==> src/rtl/bmap_pkg.sv <==
package bmap_pkg;

    localparam int NUM_REGION = 7;
    localparam int SEL_W      = 3;

    typedef enum logic [2:0] {
        RG_LOW0  = 3'd0,
        RG_LOW1  = 3'd1,
        RG_LOW2  = 3'd2,
        RG_BLK1  = 3'd3,
        RG_BLK2  = 3'd4,
        RG_BLK3  = 3'd5,
        RG_AUTO  = 3'd6,
        RG_NONE  = 3'd7
    } region_e;

    // Which mapped region a host address falls in, if any.
    function automatic region_e classify(input logic [15:0] a);
        region_e r;
        r = RG_NONE;
        if (a[15:12] == 4'h0) begin
            case (a[11:10])
                2'd1:    r = RG_LOW0;
                2'd2:    r = RG_LOW1;
                2'd3:    r = RG_LOW2;
                default: r = RG_NONE;
            endcase
        end else begin
            case (a[15:13])
                3'd1:    r = RG_BLK1;
                3'd2:    r = RG_BLK2;
                3'd3:    r = RG_BLK3;
                3'd5:    r = RG_AUTO;
                default: r = RG_NONE;
            endcase
        end
        return r;
    endfunction

    typedef struct packed {
        region_e        region;
        logic           live;
        logic           reg_hit;
        logic [SEL_W-1:0] reg_sel;
    } decode_t;

endpackage

==> src/rtl/bmap_regfile.sv <==
module bmap_regfile
    import bmap_pkg::*;
#(
    parameter int BANK_W = 8
) (
    input  logic                               clk,
    input  logic                               rst,
    input  logic                               soft_rst,
    input  logic                               wr_en,
    input  logic [SEL_W-1:0]                   wr_sel,
    input  logic [BANK_W-1:0]                  wr_data,
    input  logic [SEL_W-1:0]                   rd_sel,
    output logic [BANK_W-1:0]                  rd_data,
    output logic [NUM_REGION-1:0][BANK_W-1:0]  bank_q,
    output logic [NUM_REGION-1:0]              enable_q
);

    localparam int PAD_W = BANK_W - NUM_REGION;

    // Enable byte at select 0.
    always_ff @(posedge clk) begin
        if (rst) begin
            enable_q <= '0;
        end else if (wr_en && wr_sel == '0) begin
            enable_q <= wr_data[NUM_REGION-1:0];
        end
    end

    // One bank register per region, at selects 1..7.
    for (genvar g = 0; g < NUM_REGION; g++) begin : g_bank
        always_ff @(posedge clk) begin
            if (rst) begin
                bank_q[g] <= '0;
            end else if (wr_en && wr_sel == SEL_W'(g + 1)) begin
                bank_q[g] <= wr_data;
            end
        end
    end

    always_comb begin
        if (rd_sel == '0) begin
            rd_data = {{PAD_W{1'b0}}, enable_q};
        end else begin
            rd_data = bank_q[rd_sel - SEL_W'(1)];
        end
    end

    p_hard_clear_r1: assert property (@(posedge clk)
        rst |=> (bank_q == '0) && (enable_q == '0))
        else $error("hard reset did not clear mapping");

    p_bank_write_r9: assert property (@(posedge clk) disable iff (rst)
        (wr_en && wr_sel != '0) |=> bank_q[$past(wr_sel) - SEL_W'(1)] == $past(wr_data))
        else $error("bank byte not taken whole");

    p_soft_hold_r6: assert property (@(posedge clk) disable iff (rst)
        (soft_rst && !wr_en) |=> $stable(bank_q) && $stable(enable_q))
        else $error("soft reset touched a register");

endmodule

==> src/rtl/bmap_decoder.sv <==
module bmap_decoder
    import bmap_pkg::*;
#(
    parameter logic [15:0] REG_BASE = 16'h9C00
) (
    input  logic                  bus_valid,
    input  logic [15:0]           bus_addr,
    input  logic [NUM_REGION-1:0] enable_q,
    output decode_t               dec
);

    region_e          region;
    logic             in_window;
    logic [NUM_REGION-1:0] hit_vec;

    assign region    = classify(bus_addr);
    assign in_window = (bus_addr[15:SEL_W] == REG_BASE[15:SEL_W]);

    for (genvar g = 0; g < NUM_REGION; g++) begin : g_hit
        assign hit_vec[g] = bus_valid && (region == region_e'(g)) && enable_q[g];
    end

    always_comb begin
        dec.region  = region;
        dec.live    = |hit_vec;
        dec.reg_hit = bus_valid && in_window;
        dec.reg_sel = bus_addr[SEL_W-1:0];
    end

endmodule

==> src/rtl/bmap_translate.sv <==
module bmap_translate
    import bmap_pkg::*;
#(
    parameter int BANK_W = 8,
    parameter int OFS_W  = 13
) (
    input  region_e                            region,
    input  logic [15:0]                        bus_addr,
    input  logic [NUM_REGION-1:0][BANK_W-1:0]  bank_q,
    output logic [BANK_W+OFS_W-1:0]            sram_addr
);

    logic [BANK_W-1:0] sel_bank;

    always_comb begin
        if (region == RG_NONE) begin
            sel_bank = '0;
        end else begin
            sel_bank = bank_q[region];
        end
    end

    // Low RAM regions keep their host offset, so they land on chunk offsets
    // $0400..$0FFF; 8 KB regions use the full 13-bit offset.
    assign sram_addr = {sel_bank, bus_addr[OFS_W-1:0]};

endmodule

==> src/rtl/bank_mapper.sv <==
module bank_mapper
    import bmap_pkg::*;
#(
    parameter int          BANK_W   = 8,
    parameter int          OFS_W    = 13,
    parameter logic [15:0] REG_BASE = 16'h9C00
) (
    input  logic                     clk,
    input  logic                     rst,
    input  logic                     soft_rst,
    input  logic                     bus_valid,
    input  logic                     bus_we,
    input  logic [15:0]              bus_addr,
    input  logic [BANK_W-1:0]        bus_wdata,
    output logic [BANK_W-1:0]        bus_rdata,
    output logic                     bus_rdata_oe,
    output logic [BANK_W+OFS_W-1:0]  sram_addr,
    output logic                     sram_ce,
    output logic                     sram_we
);

    localparam int SRAM_AW = BANK_W + OFS_W;

    decode_t                            dec;
    logic [NUM_REGION-1:0][BANK_W-1:0]  bank_q;
    logic [NUM_REGION-1:0]              enable_q;
    logic [BANK_W-1:0]                  rd_data;
    logic [SRAM_AW-1:0]                 xlat_addr;

    bmap_decoder #(.REG_BASE(REG_BASE)) u_dec (
        .bus_valid (bus_valid),
        .bus_addr  (bus_addr),
        .enable_q  (enable_q),
        .dec       (dec)
    );

    bmap_regfile #(.BANK_W(BANK_W)) u_regs (
        .clk      (clk),
        .rst      (rst),
        .soft_rst (soft_rst),
        .wr_en    (dec.reg_hit && bus_we),
        .wr_sel   (dec.reg_sel),
        .wr_data  (bus_wdata),
        .rd_sel   (dec.reg_sel),
        .rd_data  (rd_data),
        .bank_q   (bank_q),
        .enable_q (enable_q)
    );

    bmap_translate #(.BANK_W(BANK_W), .OFS_W(OFS_W)) u_xlat (
        .region    (dec.region),
        .bus_addr  (bus_addr),
        .bank_q    (bank_q),
        .sram_addr (xlat_addr)
    );

    assign sram_ce      = dec.live;
    assign sram_we      = dec.live && bus_we;
    assign sram_addr    = xlat_addr;
    assign bus_rdata_oe = dec.reg_hit && !bus_we;
    assign bus_rdata    = bus_rdata_oe ? rd_data : '0;

    p_ce_enabled_r5: assert property (@(posedge clk) disable iff (rst)
        sram_ce |-> bus_valid && enable_q[dec.region])
        else $error("chip enable for a disabled region");

    p_window_no_ce_r8: assert property (@(posedge clk) disable iff (rst)
        (bus_valid && bus_addr[15:SEL_W] == REG_BASE[15:SEL_W]) |-> !sram_ce)
        else $error("register access reached the SRAM");

    p_we_with_ce_r8: assert property (@(posedge clk) disable iff (rst)
        sram_we |-> sram_ce && bus_we)
        else $error("write strobe without chip enable");

    p_idle_quiet_r7: assert property (@(posedge clk) disable iff (rst)
        !bus_valid |-> !sram_ce && !bus_rdata_oe)
        else $error("activity without a host cycle");

endmodule

==> config.mk <==
export PLATFORM = sky130hd
export DESIGN_NAME = bank_mapper
export DESIGN_NICKNAME = d
export VERILOG_FILES = /design/src/rtl/bmap_pkg.sv /design/src/rtl/bmap_regfile.sv /design/src/rtl/bmap_decoder.sv /design/src/rtl/bmap_translate.sv /design/src/rtl/bank_mapper.sv
export SDC_FILE = /design/constraint.sdc
export NUM_CORES = 1
export LEC_CHECK = 0
export ABC_AREA = 1
export BUFFER_PORTS_ARGS = -buffer_cell sky130_fd_sc_hd__buf_4
export CAP_MARGIN = 30
export CORE_MARGIN = 10
export CORE_UTILIZATION = 30
export CTS_CLUSTER_DIAMETER = 150
export CTS_CLUSTER_SIZE = 8
export DETAILED_ROUTE_END_ITERATION = 10
export PLACE_DENSITY = 0.5
export SYNTH_ARGS = -nofsm -noshare
export SYNTH_HDL_FRONTEND = slang
export SYNTH_SLANG_ARGS = --single-unit
==> constraint.sdc <==
create_clock -name clk -period 2.5 [get_ports clk]
set_input_delay 0.25 -clock clk [delete_from_list [all_inputs] [get_ports clk]]
set_output_delay 0.25 -clock clk [all_outputs]
set_load 0.005 [all_outputs]
==> metrics.md, run 1 <==
| Metric | Value |
|---|---|
| Average instance area after synthesis | `6.335 um2` |
| Synthesis-to-layout area growth | `22.08%` |
| Mean routed wirelength per cell | `17.11 um` |
| Synthesized instance count | `619` |
| Quantity of gates resized following cts | `0` |
| Initial DRC Count | `313` |
| IR drop worst, VDD | `302.9 uV` |
| Detail-routed via count per cell | `4.958` |
| Post-layout instance area | `4787 um2` |
| Maximum buffer depth of the clock tree | `2` |
| Vias in the first global route | `4,034` |
| Worst setup path category | `primary input to output pin` |
| Total routed wirelength | `14.37 mm` |
| First-pass GRT wire length | `22.52 mm` |
| Number of hold-repair buffers added at the cts stage | `0` |
| Number of rows in the core area | `41` |
| Nets | `700` |
| Crit path capture type | `output pin` |
| Number of maximum-capacitance violations | `0` |
| Total power density per cell area | `569.2 nW/um2` |
| Worst hold-check slack | `0.2543 ns` |
| Clk sinks | `63` |
| Clk slew on worst S/H paths | `0.06 ns` |
| Syn nets | `655` |
| Final setup TNS | `0 ns` |
| Min Clock Period, post-route | `2.294 ns` |
| Fill count | `1,455` |
| Number of warnings printed during yosys synthesis | `0` |
| Hold Path Depth | `3` |
| Signal arrival time at the worst endpoint | `2.04 ns` |
| Static power due to leakage | `1.947 nW` |
| Final worst clock skew | `0 ns` |
| HPWL reported at the end of detailed placement | `10.61 mm` |
| Slew headroom | `0.6229` |
| Multi-input gate area in the final layout | `2216 um2` |
| Slew at the pin closest to its max-slew limit | `0.5656 ns` |
| Count of port buffers added during placement | `59` |
| Maximum number of pins on one net before global-route repair | `64` |
| Area taken by flip-flops and latches | `1261 um2` |
| Worst r2r path cells | `2` |
| Max Fclk | `435.9 MHz` |
| Placeable core area | `12,720 um2` |
| Flop and latch count out of synthesis | `63` |
| Via count | `4,165` |
| DRC Markers | `0` |
| Crit-path max FO | `14` |
| Worst endpoint required time | `2.25 ns` |
| Post-CTS setup repair buffer count | `0` |
| Synthesized area | `3921 um2` |
| Tightest Hold Check Type | `primary input to flop` |
| Gr usage total | `0.1581` |
| Remaining antenna violation count after routing | `0` |
| Ratio of cells with drive above 1 in the final layout | `0.1781` |
| First-pass DRT Iterations | `5` |
| Result of the run | `finished, final reports clean` |
| Die extent in x | `134.3 um` |
| CTS Root Cell | `sky130_fd_sc_hd__clkbuf_16` |
| Total inserted antenna cells | `0` |
| Distinct cells, synth | `31` |
| TritonCTS clock tree | `done` |
| Source-to-sink clock delay at the later pin of the worst-skew pair | `0.32 ns` |
| Antenna violations before repair | `0` |
| CTS buffer count | `9` |
| # H-tree levels | `3` |
| Gp weighted congestion | `0.8724` |
| Seq/Total Area, Yosys | `0.3216` |
| Setup repair after global routing missed its margin | `no` |
| Startpoint type of the worst setup path | `primary input` |
| Starting density of the core | `0.3082` |
| Area of the die | `18,040 um2` |
| Part of the cycle the worst path needs | `0.9177` |
| Post-place instance area | `4463 um2` |
| Count of final setup violators | `0` |
| Vertical die dimension | `134.3 um` |
| Number of top-level pins | `61` |
| Slew Limit Fails | `0` |
| Grt ovf | `0` |
| Final-report hold violation count | `0` |
per-layer routing:
metal / GRT usage / share of wire
met5: 0 / 0
met4: 0.04776 / 0.022
met3: 0.03697 / 0.065
met2: 0.2542 / 0.45
met1: 0.2041 / 0.46
layout make-up:
type	count	area share
timing repair buffer	68	0.1066
clock inverter	4	0.01464
clock buffer	11	0.05071
inverter	69	0.05672
tap	172	0.04496
multi-input combinational	453	0.4629
sequential	63	0.2635
Yosys cell counts:
cell / number / area share
sky130_fd_sc_hd__nor2_1: 144 / 0.14
sky130_fd_sc_hd__o21ai_0: 110 / 0.14
sky130_fd_sc_hd__nand2_1: 92 / 0.088
sky130_fd_sc_hd__dfxtp_1: 63 / 0.32
sky130_fd_sc_hd__inv_1: 60 / 0.057
sky130_fd_sc_hd__nand3_1: 16 / 0.020
sky130_fd_sc_hd__a21oi_1: 14 / 0.018
sky130_fd_sc_hd__clkbuf_1: 14 / 0.013
sky130_fd_sc_hd__buf_4: 13 / 0.025
sky130_fd_sc_hd__nand4_1: 12 / 0.019
sky130_fd_sc_hd__a31oi_1: 8 / 0.013
sky130_fd_sc_hd__ha_1: 7 / 0.022
sky130_fd_sc_hd__nor3_1: 7 / 0.0089
sky130_fd_sc_hd__o211ai_1: 7 / 0.013
sky130_fd_sc_hd__a211oi_1: 6 / 0.011
sky130_fd_sc_hd__buf_2: 6 / 0.0077
sky130_fd_sc_hd__nand2_2: 6 / 0.0096
sky130_fd_sc_hd__nand3_2: 6 / 0.015
sky130_fd_sc_hd__nor2_2: 6 / 0.0096
sky130_fd_sc_hd__nor2_4: 6 / 0.017
sky130_fd_sc_hd__clkinv_2: 4 / 0.0051
sky130_fd_sc_hd__inv_2: 3 / 0.0029
sky130_fd_sc_hd__a21boi_0: 1 / 0.0019
sky130_fd_sc_hd__buf_1: 1 / 0.00096
sky130_fd_sc_hd__inv_4: 1 / 0.0016
sky130_fd_sc_hd__inv_6: 1 / 0.0022
sky130_fd_sc_hd__nand2_4: 1 / 0.0029
sky130_fd_sc_hd__nor2_8: 1 / 0.0051
sky130_fd_sc_hd__o21ai_2: 1 / 0.0022
sky130_fd_sc_hd__or2_1: 1 / 0.0016
sky130_fd_sc_hd__xnor2_2: 1 / 0.0041
kinds of logic (layout without fill, tap and decap cells):
logic type / count (synthesis) / count (layout) / share of synthesized area
AOI/OAI and AO/OA: 147 / 147 / 0.2001
and+or+nand+nor: 298 / 298 / 0.3357
xor gates and xnor gates: 1 / 1 / 0.004149
buffers and inverters: 103 / 152 / 0.1161
adders and majority gates: 7 / 7 / 0.02233
DFF: 63 / 63 / 0.3216
per-stage QoR:
step	std cells	utilization	power [W]	worst slack, ns
finish	840	0.3763	0.002725	0.2059
global route	840	0.3763	0.002831	0.07150
CTS	840	0.3754	0.002732	0.1050
detailed placement	825	0.3508	0.001404	0.1309
global placement	825	0.3508	0.001401	0.1757
floorplan	619	-	0.001246	0.4207
layout by cell type (no fill, tap or decap):
cell | netlist | layout
sky130_fd_sc_hd__nor2_1 | 144 | 144
sky130_fd_sc_hd__o21ai_0 | 110 | 110
sky130_fd_sc_hd__nand2_1 | 92 | 92
sky130_fd_sc_hd__buf_4 | 13 | 68
sky130_fd_sc_hd__dfxtp_1 | 63 | 63
sky130_fd_sc_hd__inv_1 | 60 | 60
sky130_fd_sc_hd__nand3_1 | 16 | 16
sky130_fd_sc_hd__a21oi_1 | 14 | 14
sky130_fd_sc_hd__nand4_1 | 12 | 12
sky130_fd_sc_hd__clkbuf_16 | 0 | 9
sky130_fd_sc_hd__a31oi_1 | 8 | 8
sky130_fd_sc_hd__o211ai_1 | 7 | 7
sky130_fd_sc_hd__nor3_1 | 7 | 7
sky130_fd_sc_hd__ha_1 | 7 | 7
sky130_fd_sc_hd__nor2_4 | 6 | 6
sky130_fd_sc_hd__nor2_2 | 6 | 6
sky130_fd_sc_hd__nand3_2 | 6 | 6
sky130_fd_sc_hd__a211oi_1 | 6 | 6
sky130_fd_sc_hd__nand2_2 | 6 | 6
sky130_fd_sc_hd__clkinv_2 | 4 | 6
sky130_fd_sc_hd__inv_2 | 3 | 3
sky130_fd_sc_hd__bufinv_16 | 0 | 2
sky130_fd_sc_hd__nand2_4 | 1 | 1
sky130_fd_sc_hd__inv_6 | 1 | 1
sky130_fd_sc_hd__nor2_8 | 1 | 1
sky130_fd_sc_hd__inv_4 | 1 | 1
sky130_fd_sc_hd__or2_1 | 1 | 1
sky130_fd_sc_hd__o21ai_2 | 1 | 1
sky130_fd_sc_hd__xnor2_4 | 0 | 1
sky130_fd_sc_hd__a21boi_0 | 1 | 1
sky130_fd_sc_hd__clkbuf_1 | 14 | 1
sky130_fd_sc_hd__clkbuf_8 | 0 | 1
where the power goes:
group	internal, W	leakage [nW]	switching [W]
registers	0.00100	0.507	0.00000000710
logic	0.000135	1.28	0.000248
clock network	0.000890	0.155	0.000447
total	0.00203	1.95	0.000695
worst max-delay path, stage by stage:
cell                      delay, ns
sky130_fd_sc_hd__buf_4         0.12
sky130_fd_sc_hd__inv_1         0.07
sky130_fd_sc_hd__ha_1          0.17
sky130_fd_sc_hd__inv_1         0.04
sky130_fd_sc_hd__nand3_1       0.08
sky130_fd_sc_hd__nand2_1       0.23
sky130_fd_sc_hd__inv_1         0.49
sky130_fd_sc_hd__nor2_1        0.08
sky130_fd_sc_hd__nand2_1       0.09
sky130_fd_sc_hd__nand2_1       0.05
sky130_fd_sc_hd__nand2_1       0.06
sky130_fd_sc_hd__nand3_2       0.09
sky130_fd_sc_hd__nand2_1       0.06
sky130_fd_sc_hd__inv_1         0.03
sky130_fd_sc_hd__buf_4         0.12
state kept, by name (all words and copies together), names as in the netlist:
signal,count
u_regs.bank_q,56
u_regs.enable_q,7
final timing paths:
| check | start | endpoint | slack (ns) |
|---|---|---|---|
| worst max register to register | u_regs.bank_q[20] | u_regs.bank_q[20] | 1.83 |
| worst max-delay path | bus_addr[10] | sram_we | 0.21 |
| worst min register to register | u_regs.bank_q[46] | u_regs.bank_q[46] | 0.49 |
| worst min-delay path | bus_wdata[7] | u_regs.bank_q[23] | 0.25 |
(Power assumes the default switching activity.)
==> run 2, diff against run 1 <==
--- a/config.mk
+++ b/config.mk
@@ -5,7 +5,6 @@
 export SDC_FILE = /design/constraint.sdc
 export NUM_CORES = 1
 export LEC_CHECK = 0
-export ABC_AREA = 1
 export BUFFER_PORTS_ARGS = -buffer_cell sky130_fd_sc_hd__buf_4
 export CAP_MARGIN = 30
 export CORE_MARGIN = 10
==> run 2 against run 1 <==
Effect of this change:
- synthesized cell count is 36% lower
- maximum frequency is 3.9% lower
- routed wire length is 17% lower
- final area is 3.2% lower
- die area is 2.5% lower
- critical path depth is 6 lower
- clock skew stayed put
- utilization is 0.62 points lower
- combinational power is 21% lower
- register-to-register slack hardly changed
- critical path type unchanged
- largest cell class unchanged
==> metrics.md, run 2 <==
| Metric | Value |
|---|---|
| Result of the run | `finished, final reports clean (unchanged)` |
| Initial DRC Count | `238 (was 313)` |
| Signal arrival time at the worst endpoint | `2.14 ns (was 2.04 ns)` |
| Part of the cycle the worst path needs | `0.9549 (was 0.9177)` |
| Ratio of cells with drive above 1 in the final layout | `0.2793 (was 0.1781)` |
| Synthesized area | `3807 um2 (was 3921 um2)` |
| Worst endpoint required time | `2.25 ns (about the same)` |
| Remaining antenna violation count after routing | `0 (unchanged)` |
| Cell repeated most along the worst path | `sky130_fd_sc_hd__buf_4 (was sky130_fd_sc_hd__nand2_1)` |
| Seq/Total Area, Yosys | `0.3313 (was 0.3216)` |
| Number of warnings printed during yosys synthesis | `0 (unchanged)` |
| Top Registers | `u_regs.bank_q: 56 flops, u_regs.enable_q: 7 flops (unchanged)` |
| Top cells by area in the synthesized netlist | `sky130_fd_sc_hd__dfxtp_1 (33%), sky130_fd_sc_hd__mux2i_1 (19%), sky130_fd_sc_hd__nor2_1 (7.2%) (was sky130_fd_sc_hd__dfxtp_1 (32%), sky130_fd_sc_hd__o21ai_0 (14%), sky130_fd_sc_hd__nor2_1 (14%))` |
| Crit path capture type | `output pin (unchanged)` |
| Source-to-sink clock delay at the later pin of the worst-skew pair | `0.33 ns (was 0.32 ns)` |
| Post-synthesis cell type with the largest combined area | `sky130_fd_sc_hd__dfxtp_1 (unchanged)` |
| DP Worst Slack | `0.04325 ns (was 0.1309 ns)` |
| Critical-path cell list | `buf_4, inv_1, ha_1, nor3b_1, o21bai_1, nor2_1, a221oi_1, a21oi_1, buf_4 (was buf_4, inv_1, ha_1, inv_1, nand3_1, nand2_1, inv_1, nor2_1, nand2_1, nand2_1, nand2_1, nand3_2, nand2_1, inv_1, buf_4)` |
| Final worst setup slack | `0.1128 ns (was 0.2059 ns)` |
| Gp weighted congestion | `0.7912 (was 0.8724)` |
| HPWL reported at the end of detailed placement | `8.113 mm (was 10.61 mm)` |
| Placeable core area | `12,520 um2 (was 12,720 um2)` |
| Fraction of registers with async set/reset | `0 (unchanged)` |
| Synth top cells by count | `sky130_fd_sc_hd__nor2_1 (73), sky130_fd_sc_hd__mux2i_1 (72), sky130_fd_sc_hd__dfxtp_1 (63) (was sky130_fd_sc_hd__nor2_1 (144), sky130_fd_sc_hd__o21ai_0 (110), sky130_fd_sc_hd__nand2_1 (92))` |
| Startpoint type of the worst setup path | `primary input (unchanged)` |
| TritonCTS clock tree | `done (unchanged)` |
| Flop and latch count out of synthesis | `63 (unchanged)` |
| Synthesis-to-layout area growth | `21.66% (was 22.08%)` |
| Most frequently used cell type in the post-synthesis netlist | `sky130_fd_sc_hd__nor2_1 (unchanged)` |
| Post-synth top area share | `0.3313 (was 0.3216)` |
| Post-layout instance count excluding filler cells | `616 (was 840)` |
| First-pass GRT wire length | `18.82 mm (was 22.52 mm)` |
| Final setup TNS | `0 ns (unchanged)` |
| Total inserted antenna cells | `0 (unchanged)` |
| Nets | `476 (was 700)` |
| Slew Limit Fails | `0 (unchanged)` |
| Number of top-level pins | `61 (unchanged)` |
| Total power density per cell area | `525.7 nW/um2 (was 569.2 nW/um2)` |
| Die extent in x | `132.7 um (was 134.3 um)` |
| Number of maximum-capacitance violations | `0 (unchanged)` |
| Number of buffer and inverter instances along the worst setup path | `3 (was 6)` |
| Slew headroom | `0.5063 (was 0.6229)` |
| Detail-routed via count per cell | `5.106 (was 4.958)` |
| Clk slew on worst S/H paths | `0.05 ns (was 0.06 ns)` |
| Met1 capacity usage during global routing | `0.1837 (was 0.2041)` |
| Min Clock Period, post-route | `2.387 ns (was 2.294 ns)` |
| Flip-flop cell with the highest count after synthesis | `sky130_fd_sc_hd__dfxtp_1 (unchanged)` |
| Maximum buffer depth of the clock tree | `2 (unchanged)` |
| Flip-flop count of the largest register after layout | `56 (unchanged)` |
| Count of port buffers added during placement | `59 (unchanged)` |
| Count of final setup violators | `0 (unchanged)` |
| Hold Path Depth | `3 (unchanged)` |
| Count of flip-flops with a built-in enable after synthesis | `0 (unchanged)` |
| Slew at the pin closest to its max-slew limit | `0.7405 ns (was 0.5656 ns)` |
| Total routed wirelength | `11.88 mm (was 14.37 mm)` |
| Average instance area after synthesis | `9.566 um2 (was 6.335 um2)` |
| Met2 demand-to-capacity share in global routing | `0.2011 (was 0.2542)` |
| Crit-path max FO | `5 (was 14)` |
| Starting density of the core | `0.3042 (was 0.3082)` |
| Power consumption | `0.002435 W (was 0.002725 W)` |
| DRC Markers | `0 (unchanged)` |
| Vias in the first global route | `3,230 (was 4,034)` |
| Gr usage total | `0.1351 (was 0.1581)` |
| Maximum number of pins on one net before global-route repair | `64 (unchanged)` |
| Number of rows in the core area | `41 (unchanged)` |
| Vertical die dimension | `132.7 um (was 134.3 um)` |
| Largest delay share family, worst path | `simple AND/OR/NAND/NOR gates (was buffers and inverters)` |
| # H-tree levels | `3 (unchanged)` |
| Mean routed wirelength per cell | `19.29 um (was 17.11 um)` |
| Cell depth of the worst setup path | `9 (was 15)` |
| Worst setup path category | `primary input to output pin (unchanged)` |
| Worst r2r path cells | `2 (unchanged)` |
| Tightest Hold Check Type | `primary input to flop (unchanged)` |
| CTS buffer count | `9 (unchanged)` |
| Total instance count after detailed placement | `601 (was 825)` |
| Setup repair after global routing missed its margin | `no (unchanged)` |
| Clk sinks | `63 (unchanged)` |
| Grt ovf | `0 (unchanged)` |
| Static power due to leakage | `2.065 nW (was 1.947 nW)` |
| Busiest grt layer | `met2 (unchanged)` |
| Antenna violations before repair | `0 (unchanged)` |
| Worst reg2reg setup slack | `1.83 ns (about the same)` |
| Commonest non-fill, non-tap cells in the layout | `sky130_fd_sc_hd__nor2_1 (72), sky130_fd_sc_hd__mux2i_1 (72), sky130_fd_sc_hd__buf_4 (72) (was sky130_fd_sc_hd__nor2_1 (144), sky130_fd_sc_hd__o21ai_0 (110), sky130_fd_sc_hd__nand2_1 (92))` |
| Global routing usage on met3 | `0.02839 (was 0.03697)` |
| Distinct cells, synth | `43 (was 31)` |
| Critical path's slowest cell | `sky130_fd_sc_hd__nor2_1 (was sky130_fd_sc_hd__inv_1)` |
| Final-report hold violation count | `0 (unchanged)` |
| Synthesized instance count | `398 (was 619)` |
| Number of hold-repair buffers added at the cts stage | `0 (unchanged)` |
| Critical Path Max Stage Delay | `0.51 ns (was 0.49 ns)` |
| Register bank with the most flops | `u_regs.bank_q (unchanged)` |
| First-pass DRT Iterations | `4 (was 5)` |
| Via count | `3,145 (was 4,165)` |
| CTS Root Cell | `sky130_fd_sc_hd__clkbuf_16 (unchanged)` |
| Syn nets | `434 (was 655)` |
| Max Fclk | `418.9 MHz (was 435.9 MHz)` |
| Final worst clock skew | `0 ns (unchanged)` |
| IR drop worst, VDD | `266.9 uV (was 302.9 uV)` |
| Area of the die | `17,600 um2 (was 18,040 um2)` |
-- run 2: changes by cell type in the layout (fill, tap and decap cells not counted), sizes merged, moves of 12 or more --
| cell | delta |
|---|---|
| o21ai | -103 |
| nor2 | -84 |
| mux2i | +72 |
| nand2 | -70 |
| inv | -60 |
| nand3 | -21 |
| mux2 | +18 |
| nand4 | -12 |
-- run 2: repair_timing --
action	in CTS	in global routing
resized for setup	0	5
setup endpoints to repair	0	10
buffers inserted	0	0
-- run 2: cell type report --
class | instances | area (um2)
well taps | 172 | 215.2
clock inverters | 4 | 22.52
repair buffers | 75 | 591.8
fillers | 1288 | 7885
flip-flops and latches | 63 | 1261
inverters | 5 | 18.77
clock buffers | 11 | 242.7
multi-input cells | 286 | 2280
-- run 2: cell families (layout without fill, tap and decap cells) --
logic type	count (synthesis)	in the layout	share of synthesized area
muxes	98	98	0.2898
DFF	63	63	0.3313
and+or+nand+nor	123	123	0.1574
xor gates and xnor gates	1	1	0.004273
buffers and inverters	49	95	0.07492
AOI/OAI and AO/OA	57	57	0.1193
adders and majority gates	7	7	0.02300
-- run 2: path summary, 6_finish.rpt --
kind                                         from                end
worst max-delay path                 bus_addr[10]      sram_addr[19]
worst min-delay path                 bus_wdata[7]  u_regs.bank_q[39]
worst max register to register  u_regs.bank_q[10]  u_regs.bank_q[10]
worst min register to register  u_regs.bank_q[22]  u_regs.bank_q[22]
-- run 2: power by group --
group	switching [W]	internal [W]	leakage [nW]	total [W]
sequential	0.00000000324	0.00100	0.507	0.00100
clock	0.000444	0.000686	0.131	0.00113
combinational	0.000177	0.000123	1.43	0.000300
-- run 2: worst register-to-register path: stages, from the launching register on --
cell                      delay [ns]
sky130_fd_sc_hd__dfxtp_1        0.32
sky130_fd_sc_hd__mux2i_1        0.15
sky130_fd_sc_hd__nor2_1         0.06
-- run 2: layer usage --
layer | part of all wire | up-vias
met1 | 0.48 | 1543
met4 | 0.024 | 0
met2 | 0.44 | 92
met5 | 0 | -
met3 | 0.057 | 16
li1 | - | 1494
-- run 2: through the flow --
stage / util / hold WS, ns / area [um2]
after floorplan: - / 0.3939 / 3807
after global placement: 0.3471 / 0.4833 / 4344
after detailed placement: 0.3471 / 0.4950 / 4344
after CTS: 0.3683 / 0.2177 / 4609
after global routing: 0.3701 / 0.2325 / 4632
final: 0.3701 / 0.2227 / 4632
